File: src/rtl/adcfmt_pkg.sv
package adcfmt_pkg;

  // Test pattern selection, encoded as on cfg_pat_sel
  typedef enum logic [1:0] {
    PAT_ONES  = 2'b00,
    PAT_ZEROS = 2'b01,
    PAT_ALT   = 2'b10,
    PAT_CHECK = 2'b11
  } pat_sel_e;

endpackage

File: src/rtl/adcfmt_code.sv
// Live-data coding: offset binary, two's complement, alternate-bit polarity
module adcfmt_code #(
  parameter int DATA_W = 12
) (
  input  logic [DATA_W-1:0] raw,
  input  logic              twos,
  input  logic              alt_pol,
  input  logic              scr_en,
  output logic [DATA_W-1:0] coded
);

  localparam int MSB = DATA_W - 1;

  // Scrambler is a pass-through stage in this model
  logic              scr_unused;
  logic [DATA_W-1:0] scr_out;
  assign scr_unused = scr_en;
  assign scr_out    = raw;

  // Alternate polarity forces offset binary and ignores the two's-complement bit
  logic use_twos;
  assign use_twos = twos & ~alt_pol;

  for (genvar i = 0; i < DATA_W; i++) begin : g_bit
    if ((i % 2) == 1 && i == MSB) begin : g_odd_msb
      assign coded[i] = scr_out[i] ^ (alt_pol | use_twos);
    end else if ((i % 2) == 1) begin : g_odd
      assign coded[i] = scr_out[i] ^ alt_pol;
    end else if (i == MSB) begin : g_even_msb
      assign coded[i] = scr_out[i] ^ use_twos;
    end else begin : g_pass
      assign coded[i] = scr_out[i];
    end
  end

endmodule

File: src/rtl/adcfmt_patgen.sv
// Test pattern source with a phase that advances on valid samples
module adcfmt_patgen
  import adcfmt_pkg::*;
#(
  parameter int DATA_W = 12
) (
  input  logic            clk,
  input  logic            rst_n,
  input  logic            smp_valid,
  input  logic            pat_en,
  input  logic [1:0]      pat_sel,
  output logic [DATA_W:0] pat_word
);

  localparam int WORD_W = DATA_W + 1;

  // Checkerboard first word: top bit (overflow) is 1, then alternating down
  function automatic logic [WORD_W-1:0] check_base();
    logic [WORD_W-1:0] w;
    for (int j = 0; j < WORD_W; j++) begin
      w[j] = (((WORD_W - 1 - j) % 2) == 0);
    end
    return w;
  endfunction

  localparam logic [WORD_W-1:0] CHECK0 = check_base();

  pat_sel_e sel;
  assign sel = pat_sel_e'(pat_sel);

  logic     ph_q, ph_d;
  logic     last_en_q, last_en_d;
  pat_sel_e last_sel_q, last_sel_d;
  logic     entering, cur_ph;

  assign entering = pat_en & (~last_en_q | (last_sel_q != sel));
  assign cur_ph   = entering ? 1'b0 : ph_q;

  always_comb begin
    ph_d       = ph_q;
    last_en_d  = last_en_q;
    last_sel_d = last_sel_q;
    if (smp_valid) begin
      last_en_d  = pat_en;
      last_sel_d = sel;
      if (pat_en) begin
        ph_d = ~cur_ph;
      end
    end
  end

  always_ff @(posedge clk or negedge rst_n) begin
    if (!rst_n) begin
      ph_q       <= 1'b0;
      last_en_q  <= 1'b0;
      last_sel_q <= PAT_ONES;
    end else begin
      ph_q       <= ph_d;
      last_en_q  <= last_en_d;
      last_sel_q <= last_sel_d;
    end
  end

  always_comb begin
    unique case (sel)
      PAT_ONES:  pat_word = '1;
      PAT_ZEROS: pat_word = '0;
      PAT_ALT:   pat_word = cur_ph ? '0 : '1;
      PAT_CHECK: pat_word = cur_ph ? ~CHECK0 : CHECK0;
      default:   pat_word = '0;
    endcase
  end


  ph_hold_chk: assert property (@(posedge clk) disable iff (!rst_n)
    !smp_valid |=> $stable(ph_q));


  ph_entry_chk: assert property (@(posedge clk) disable iff (!rst_n)
    (smp_valid && entering) |=> ph_q);

endmodule

File: src/rtl/adcfmt_outreg.sv
// Output word register and per-bit output enables
module adcfmt_outreg #(
  parameter int DATA_W = 12
) (
  input  logic              clk,
  input  logic              rst_n,
  input  logic              load,
  input  logic [DATA_W:0]   word_d,
  input  logic              out_dis,
  output logic [DATA_W-1:0] out_data,
  output logic              out_ovf,
  output logic [DATA_W:0]   out_oe,
  output logic              clkout_oe
);

  logic [DATA_W:0] word_q, word_nx;
  logic [DATA_W:0] oe_q, oe_nx;
  logic            coe_q, coe_nx;

  always_comb begin
    word_nx = word_q;
    if (load) begin
      word_nx = word_d;
    end
    oe_nx  = out_dis ? '0 : '1;
    coe_nx = ~out_dis;
  end

  always_ff @(posedge clk or negedge rst_n) begin
    if (!rst_n) begin
      word_q <= '0;
      oe_q   <= '0;
      coe_q  <= 1'b0;
    end else begin
      word_q <= word_nx;
      oe_q   <= oe_nx;
      coe_q  <= coe_nx;
    end
  end

  assign out_data  = word_q[DATA_W-1:0];
  assign out_ovf   = word_q[DATA_W];
  assign out_oe    = oe_q;
  assign clkout_oe = coe_q;


  oe_off_chk: assert property (@(posedge clk) disable iff (!rst_n)
    out_dis |=> (out_oe == '0) && !clkout_oe);


  oe_on_chk: assert property (@(posedge clk) disable iff (!rst_n)
    !out_dis |=> (&out_oe) && clkout_oe);

endmodule

File: src/rtl/adc_word_fmt.sv
// Top: converter output word formatting
module adc_word_fmt
  import adcfmt_pkg::*;
#(
  parameter int DATA_W = 12
) (
  input  logic              clk,
  input  logic              rst_n,
  input  logic              smp_valid,
  input  logic [DATA_W-1:0] smp_data,
  input  logic              smp_ovf,
  input  logic              cfg_twos,
  input  logic              cfg_alt_pol,
  input  logic              cfg_scr_en,
  input  logic              cfg_pat_en,
  input  logic [1:0]        cfg_pat_sel,
  input  logic              cfg_out_dis,
  output logic [DATA_W-1:0] out_data,
  output logic              out_ovf,
  output logic [DATA_W:0]   out_oe,
  output logic              clkout_oe
);

  function automatic logic [DATA_W-1:0] odd_bits();
    logic [DATA_W-1:0] m;
    for (int i = 0; i < DATA_W; i++) begin
      m[i] = ((i % 2) == 1);
    end
    return m;
  endfunction

  localparam logic [DATA_W-1:0] ODD_MASK = odd_bits();
  localparam logic [DATA_W-1:0] MSB_MASK = {1'b1, {(DATA_W-1){1'b0}}};

  logic [DATA_W-1:0] live_coded;
  logic [DATA_W:0]   pat_word;
  logic [DATA_W:0]   sel_word;

  adcfmt_code #(.DATA_W(DATA_W)) u_code (
    .raw     (smp_data),
    .twos    (cfg_twos),
    .alt_pol (cfg_alt_pol),
    .scr_en  (cfg_scr_en),
    .coded   (live_coded)
  );

  adcfmt_patgen #(.DATA_W(DATA_W)) u_pat (
    .clk       (clk),
    .rst_n     (rst_n),
    .smp_valid (smp_valid),
    .pat_en    (cfg_pat_en),
    .pat_sel   (cfg_pat_sel),
    .pat_word  (pat_word)
  );

  // Test patterns win over every live coding
  assign sel_word = cfg_pat_en ? pat_word : {smp_ovf, live_coded};

  adcfmt_outreg #(.DATA_W(DATA_W)) u_out (
    .clk       (clk),
    .rst_n     (rst_n),
    .load      (smp_valid),
    .word_d    (sel_word),
    .out_dis   (cfg_out_dis),
    .out_data  (out_data),
    .out_ovf   (out_ovf),
    .out_oe    (out_oe),
    .clkout_oe (clkout_oe)
  );


  hold_chk: assert property (@(posedge clk) disable iff (!rst_n)
    !smp_valid |=> $stable(out_data) && $stable(out_ovf));


  offbin_chk: assert property (@(posedge clk) disable iff (!rst_n)
    (smp_valid && !cfg_pat_en && !cfg_alt_pol && !cfg_twos)
      |=> (out_data == $past(smp_data)) && (out_ovf == $past(smp_ovf)));


  twos_chk: assert property (@(posedge clk) disable iff (!rst_n)
    (smp_valid && !cfg_pat_en && !cfg_alt_pol && cfg_twos)
      |=> (out_data == ($past(smp_data) ^ MSB_MASK)) && (out_ovf == $past(smp_ovf)));


  altpol_chk: assert property (@(posedge clk) disable iff (!rst_n)
    (smp_valid && !cfg_pat_en && cfg_alt_pol)
      |=> (out_data == ($past(smp_data) ^ ODD_MASK)) && (out_ovf == $past(smp_ovf)));


  ones_chk: assert property (@(posedge clk) disable iff (!rst_n)
    (smp_valid && cfg_pat_en && cfg_pat_sel == 2'b00) |=> (&out_data) && out_ovf);


  zeros_chk: assert property (@(posedge clk) disable iff (!rst_n)
    (smp_valid && cfg_pat_en && cfg_pat_sel == 2'b01) |=> (out_data == '0) && !out_ovf);


  check_shape_chk: assert property (@(posedge clk) disable iff (!rst_n)
    (smp_valid && cfg_pat_en && cfg_pat_sel == 2'b11)
      |=> (out_data == (out_ovf ? ~ODD_MASK : ODD_MASK)));

endmodule

File: config.mk
export PLATFORM = sky130hd
export DESIGN_NAME = adc_word_fmt
export DESIGN_NICKNAME = d
export VERILOG_FILES = /design/src/rtl/adcfmt_pkg.sv /design/src/rtl/adcfmt_code.sv /design/src/rtl/adcfmt_patgen.sv /design/src/rtl/adcfmt_outreg.sv /design/src/rtl/adc_word_fmt.sv
export SDC_FILE = /design/constraint.sdc
export NUM_CORES = 1
export LEC_CHECK = 0
export BUFFER_PORTS_ARGS = -buffer_cell sky130_fd_sc_hd__buf_2
export CORE_ASPECT_RATIO = 0.75
export CORE_MARGIN = 2
export CORE_UTILIZATION = 40
export CTS_CLUSTER_DIAMETER = 120
export DETAILED_ROUTE_END_ITERATION = 10
export GPL_ROUTABILITY_DRIVEN = 0
export PLACE_DENSITY = 0.79
export SLEW_MARGIN = 30
export SYNTH_ARGS = -nofsm -noshare
export SYNTH_HDL_FRONTEND = slang
export SYNTH_SLANG_ARGS = --single-unit
File: constraint.sdc
create_clock -name clk -period 2.3 [get_ports clk]
set_input_delay 0.115 -clock clk [delete_from_list [all_inputs] [get_ports clk]]
set_output_delay 0.115 -clock clk [all_outputs]
set_load 0.05 [all_outputs]
## Yosys cells after proc, flatten, opt, wreduce, memory -nomap -nowiden

Cells that the tools add are included.

- Flip-flop bits (word level): 31
- Bits of input ports: 23
- Output and inout port bits: 27
- Logic and storage cells: 32

- Equal/unequal tests: 4
- Multiplexer cells: 6
- Bitwise logic cells: 14
- Reduce and logical (&&, ||, !) cells: 2

Operators by type and width:

| kind | count |
|---|---|
| 13-bit two-way mux | 4 |
| 13-bit one-hot mux with 4 select lines | 1 |
| 1-bit XOR | 6 |
| 2-bit == test, second input constant | 2 |
| 1-bit NOT | 4 |
| 1-bit AND | 2 |
| 2-bit by 1-bit == test with 1-bit output, second input constant | 1 |
| 2-bit zero test | 1 |
| 2-bit != test | 1 |
| 1-bit OR | 2 |
| 2-bit AND reduction | 1 |
| 1-bit two-way mux | 1 |

## Depth between registers and ports, before layout

- Word-level depth: 7
- Gate-level depth with buffers: 4
- Depth with buffers taken out: 3

## Cells and area by module

A second synthesis with hierarchy kept.

- Cells, all modules: 100
- Area total of the unflattened synthesis: 1256.2 µm²

Modules (own cells, without submodules):

| module | instances | cells each | area each (µm²) | seq. area each (µm²) |
|---|---|---|---|---|
| adcfmt_outreg | 1 | 42 | 646.9 | 350.3 |
| adcfmt_patgen | 1 | 30 | 294.0 | 100.1 |
| adc_word_fmt | 1 | 14 | 195.2 | 0.0 |
| adcfmt_code | 1 | 14 | 120.1 | 0.0 |

## Least setup slack after synthesis

No wires, ideal clock.

- Kind: register -> output
- Start: reg, netlist name u_out.out_oe[11]
- End: out out_oe[0]
- Arrival time: 1101 ps
- Required time: 2185 ps
- Path slack: 1084 ps
- Cell stages (with the launch flop): 2
- Buffers on the path: 1
- Path through: dfrtp_1 > buf_4

RTL lines:

| element | RTL line | text |
|---|---|---|
| to (decl) | adc_word_fmt.sv:20 | `output logic [DATA_W:0] out_oe,` |

## Worst setup path after layout

- Start: reg u_pat.last_sel_q[1]
- End: reg u_out.word_q[8]

- Cells in the longest elaborated chain, start to end: 7
- Elaborated cells between the ends (all ways): 8
- Those cells by class: eq/ne (1); mux (5); bitwise (2)

RTL lines:

| element | RTL line | text |
|---|---|---|
| from (decl) | adcfmt_patgen.sv:33 | `pat_sel_e last_sel_q, last_sel_d;` |
| from (signal assigned) | adcfmt_patgen.sv:60 | `last_sel_q <= last_sel_d;` |
| 2-bit != test * | adcfmt_patgen.sv:36 | `assign entering = pat_en & (~last_en_q \| (last_sel_q != sel));` |
| 1-bit OR * | adcfmt_patgen.sv:36 |  |
| 1-bit AND * | adcfmt_patgen.sv:36 |  |
| 1-bit two-way mux * | adcfmt_patgen.sv:37 | `assign cur_ph = entering ? 1'b0 : ph_q;` |
| 13-bit two-way mux (on tied branches) | adcfmt_patgen.sv:69, adcfmt_patgen.sv:68 |  |
| 13-bit one-hot mux with 4 select lines * | adcfmt_patgen.sv:65 | `unique case (sel)` |
| 13-bit two-way mux * | adc_word_fmt.sv:57 | `assign sel_word = cfg_pat_en ? pat_word : {smp_ovf, live_coded};` |
| to (signal assigned) | adcfmt_outreg.sv:35 | `word_q <= word_nx;` |
| to (decl) | adcfmt_outreg.sv:16 | `logic [DATA_W:0] word_q, word_nx;` |

Every way passes the cells marked *; elsewhere a longest branch is shown, timed or not.
A chain may end at the register's enable or synchronous reset.

==> impl_metrics.toml <==
[outcome]
status = "finished, final reports clean"

[timing]
setup_slack_ns = 1.02
max_freq_mhz = 784
period_share_pct = 55.5
hold_slack_ns = 0.0712
slew-limit-headroom_pct = 69.5
clock_skew_ns = 0.00770
drv_slew = 0
worstMarginPinSlew_ns = 0.458
post-route-min-period_ns = 1.28
setup_violations = 0
hold_viol = 0
fin_tns_setup_ns = 0
rsz0062_at_grt = "false"

[routing]
drtIter0Drc = 12
detail_route.wirelength_um = 1980
num_vias = 797
routedWlPerCell_um = 11.6
drt-pass1-iter-count = 4
via_per_inst = 4.66
drt.antenna.violating_nets = 0
drc = 0

[clock_tree]
cts_buffers = 3
htreeDepth = 1
clk_pin_slew_worst_paths_ns = 0.11
tritoncts = "yes"
cts-root-buf = "clkbuf_4"
insertion_delay_ns = 0.29
cts.sinks = 18
clock_path_buffers = 2

[global_route]
track_usage_pct = 15.3
antenna_found_initial = 0
grt_pass1_wl_um = 3150
grt_max_degree = 31
overflow = 0
grt_pass1_vias = 722

[floorplanning]
dieArea_um2 = 2910
io_pins = 50
fp.dieW_um = 61.6
core_um2 = 2330
fp.dieH_um = 47.2
start_util_pct = 42.7
rows = 15

[synth]
yosysTopAreaCell = "dfrtp_1"
synth.top_cell.area_share_pct = 45.3
synth.distinct_cells = 20
synth.yosys.warnings = 0
syn-instance-count = 101
synthTopCellsByArea = "dfrtp_1, buf_4, xor2_1"
synth-seq-area-share_pct = 45.3
synth_seq_cells = 18
syn-cell-area_um2 = 995
syn_area_per_cell_um2 = 9.85
syn_nets = 124

[setup_path]
critPathSlowestCell = "dfrtp_1"
timing.rr.start = "u_pat.last_sel_q[1]"
worstPathRequired_ns = 2.44
reg2reg_setup_slack_ns = 1.02
crit_path_end_kind = "flip-flop"
path_cells = "nand4_4 -> o221ai_2 -> a31oi_1"
startpoint = "u_pat.last_sel_q[1]"
worstSetupStartpointType = "flip-flop"
critical_path_class = "flip-flop to flip-flop"
slowest_delay_ns = 0.44
cp.arrival_ns = 1.42
crit_fanout = 7

[layout]
final_cells = 171
antenna_cells = 0
drive_gt1_share_pct = 41.6
post-route-cell-area_um2 = 1210
area_growth_pct = 21.9
num-fill-cells = 235
final_nets = 161
final_util_pct = 52.1

[power_and_ir_drop]
power_frac_comb_pct = 34.3
power.internal_mw = 0.527
seq_power_share_pct = 43.3
power_mw = 0.870
sw_frac_of_total_pct = 39.5
power_leakage_nw = 0.602
powerDensity_nw_per_um2 = 718
vdd_drop_max_mv = 0.380
p_switching_mw = 0.343
pwr-share-clk_pct = 22.4

[place]
place_ws_ns = 1.04
io_buffers = 48
placed_cells = 165
placed_area_um2 = 1160
dp_hpwl_um = 1550

[hold_path]
hp-start = "smp_data[10]"
min_path_type = "input pin to flip-flop"

[job]
maxCapViolations = 0
-- cells in the mapped netlist --
master / n
xor2_1: 8
clkbuf_2: 1
nor3_1: 1
a31oi_1: 7
o221ai_2: 1
mux2i_1: 1
o21ai_0: 7
buf_2: 3
mux2_2: 2
o221ai_1: 1
nand2_1: 4
o22ai_1: 5
nor2_1: 8
nand2b_1: 10
mux2i_4: 1
dfrtp_1: 18
inv_1: 8
buf_4: 13
nand4_4: 1
clkbuf_1: 1
-- per-layer routing --
layer	track usage, %	vias up	part of all wire, %
li1	-	395	-
met4	3.83	0	0
met5	0	-	0
met1	17.9	369	41
met3	4.41	0	7.0
met2	28.0	33	52
-- layout by cell type, fill, tap and decap left out --
cell type and count:
buf_2 48, dfrtp_1 18, nand2b_1 10, inv_1 8, xor2_1 8, nor2_1 8
a31oi_1 7, o21ai_0 7, o22ai_1 5, nand2_1 4, clkbuf_4 3, mux2_2 2
dlygate4sd3_1 2, nand4_4 1, o221ai_2 1, mux2i_4 1, nor3_1 1, mux2i_1 1
o221ai_1 1, clkbuf_8 1
-- path summary, 6_finish.rpt --
| path | to | depth (start not counted) |
|---|---|---|
| worst min register to register | u_out.word_q[11] | 2 |
| worst max register to register | u_out.word_q[8] | 3 |
| worst max-delay path | u_out.word_q[8] | 3 |
| min in group asynchronous | u_out.word_q[11] | 2 |
| worst min-delay path | u_out.word_q[10] | 3 |
| max in group asynchronous | u_out.word_q[3] | 2 |
-- repair_timing --
| action | CTS | global route |
|---|---|---|
| gates resized for setup | 0 | 0 |
| endpoints found under the hold margin | 19 | 0 |
| setup endpoints to repair | 0 | 0 |
| hold buffers | 2 | 0 |
| setup buffers | 0 | 0 |
-- cell type report --
cell class / count / area, um^2 / share of cell area, %
well taps: 34 / 42.5 / 3.51
inverters: 8 / 30.0 / 2.48
repair buffers: 50 / 260 / 21.5
clock buffers: 4 / 36.3 / 2.99
flip-flops and latches: 18 / 450 / 37.2
multi-input cells: 57 / 393 / 32.4
-- critical path: cells and delay by family (launching register included) --
kind,cells,cell delay [ns]
AO/OA/AOI/OAI,2,0.52
flip-flops,1,0.44
AND/OR/NAND/NOR,1,0.17
-- power by group through the flow --
stage                     combinational [mW]  sequential [mW]  clock, mW
after global routing                   0.319            0.383      0.224
after global placement                 0.291            0.381          0
after floorplan                        0.133            0.481          0
after CTS                              0.302            0.377      0.199
final                                  0.299            0.377      0.195
after detailed placement               0.299            0.383          0
-- cells by family after synthesis --
family | share of synthesized area [%]
compound gates | 13.5
xor+xnor | 7.04
buf+inv | 15.2
flops | 45.3
mux | 5.53
simple gates | 13.5
-- sequential cells by signal (all words and copies together), names as in the netlist --
name,cells
u_pat.ph_q,1
u_out.word_q,13
u_pat.last_en_q,1
u_pat.last_sel_q,2
u_out.out_oe,1
(Power assumes the default switching activity.)
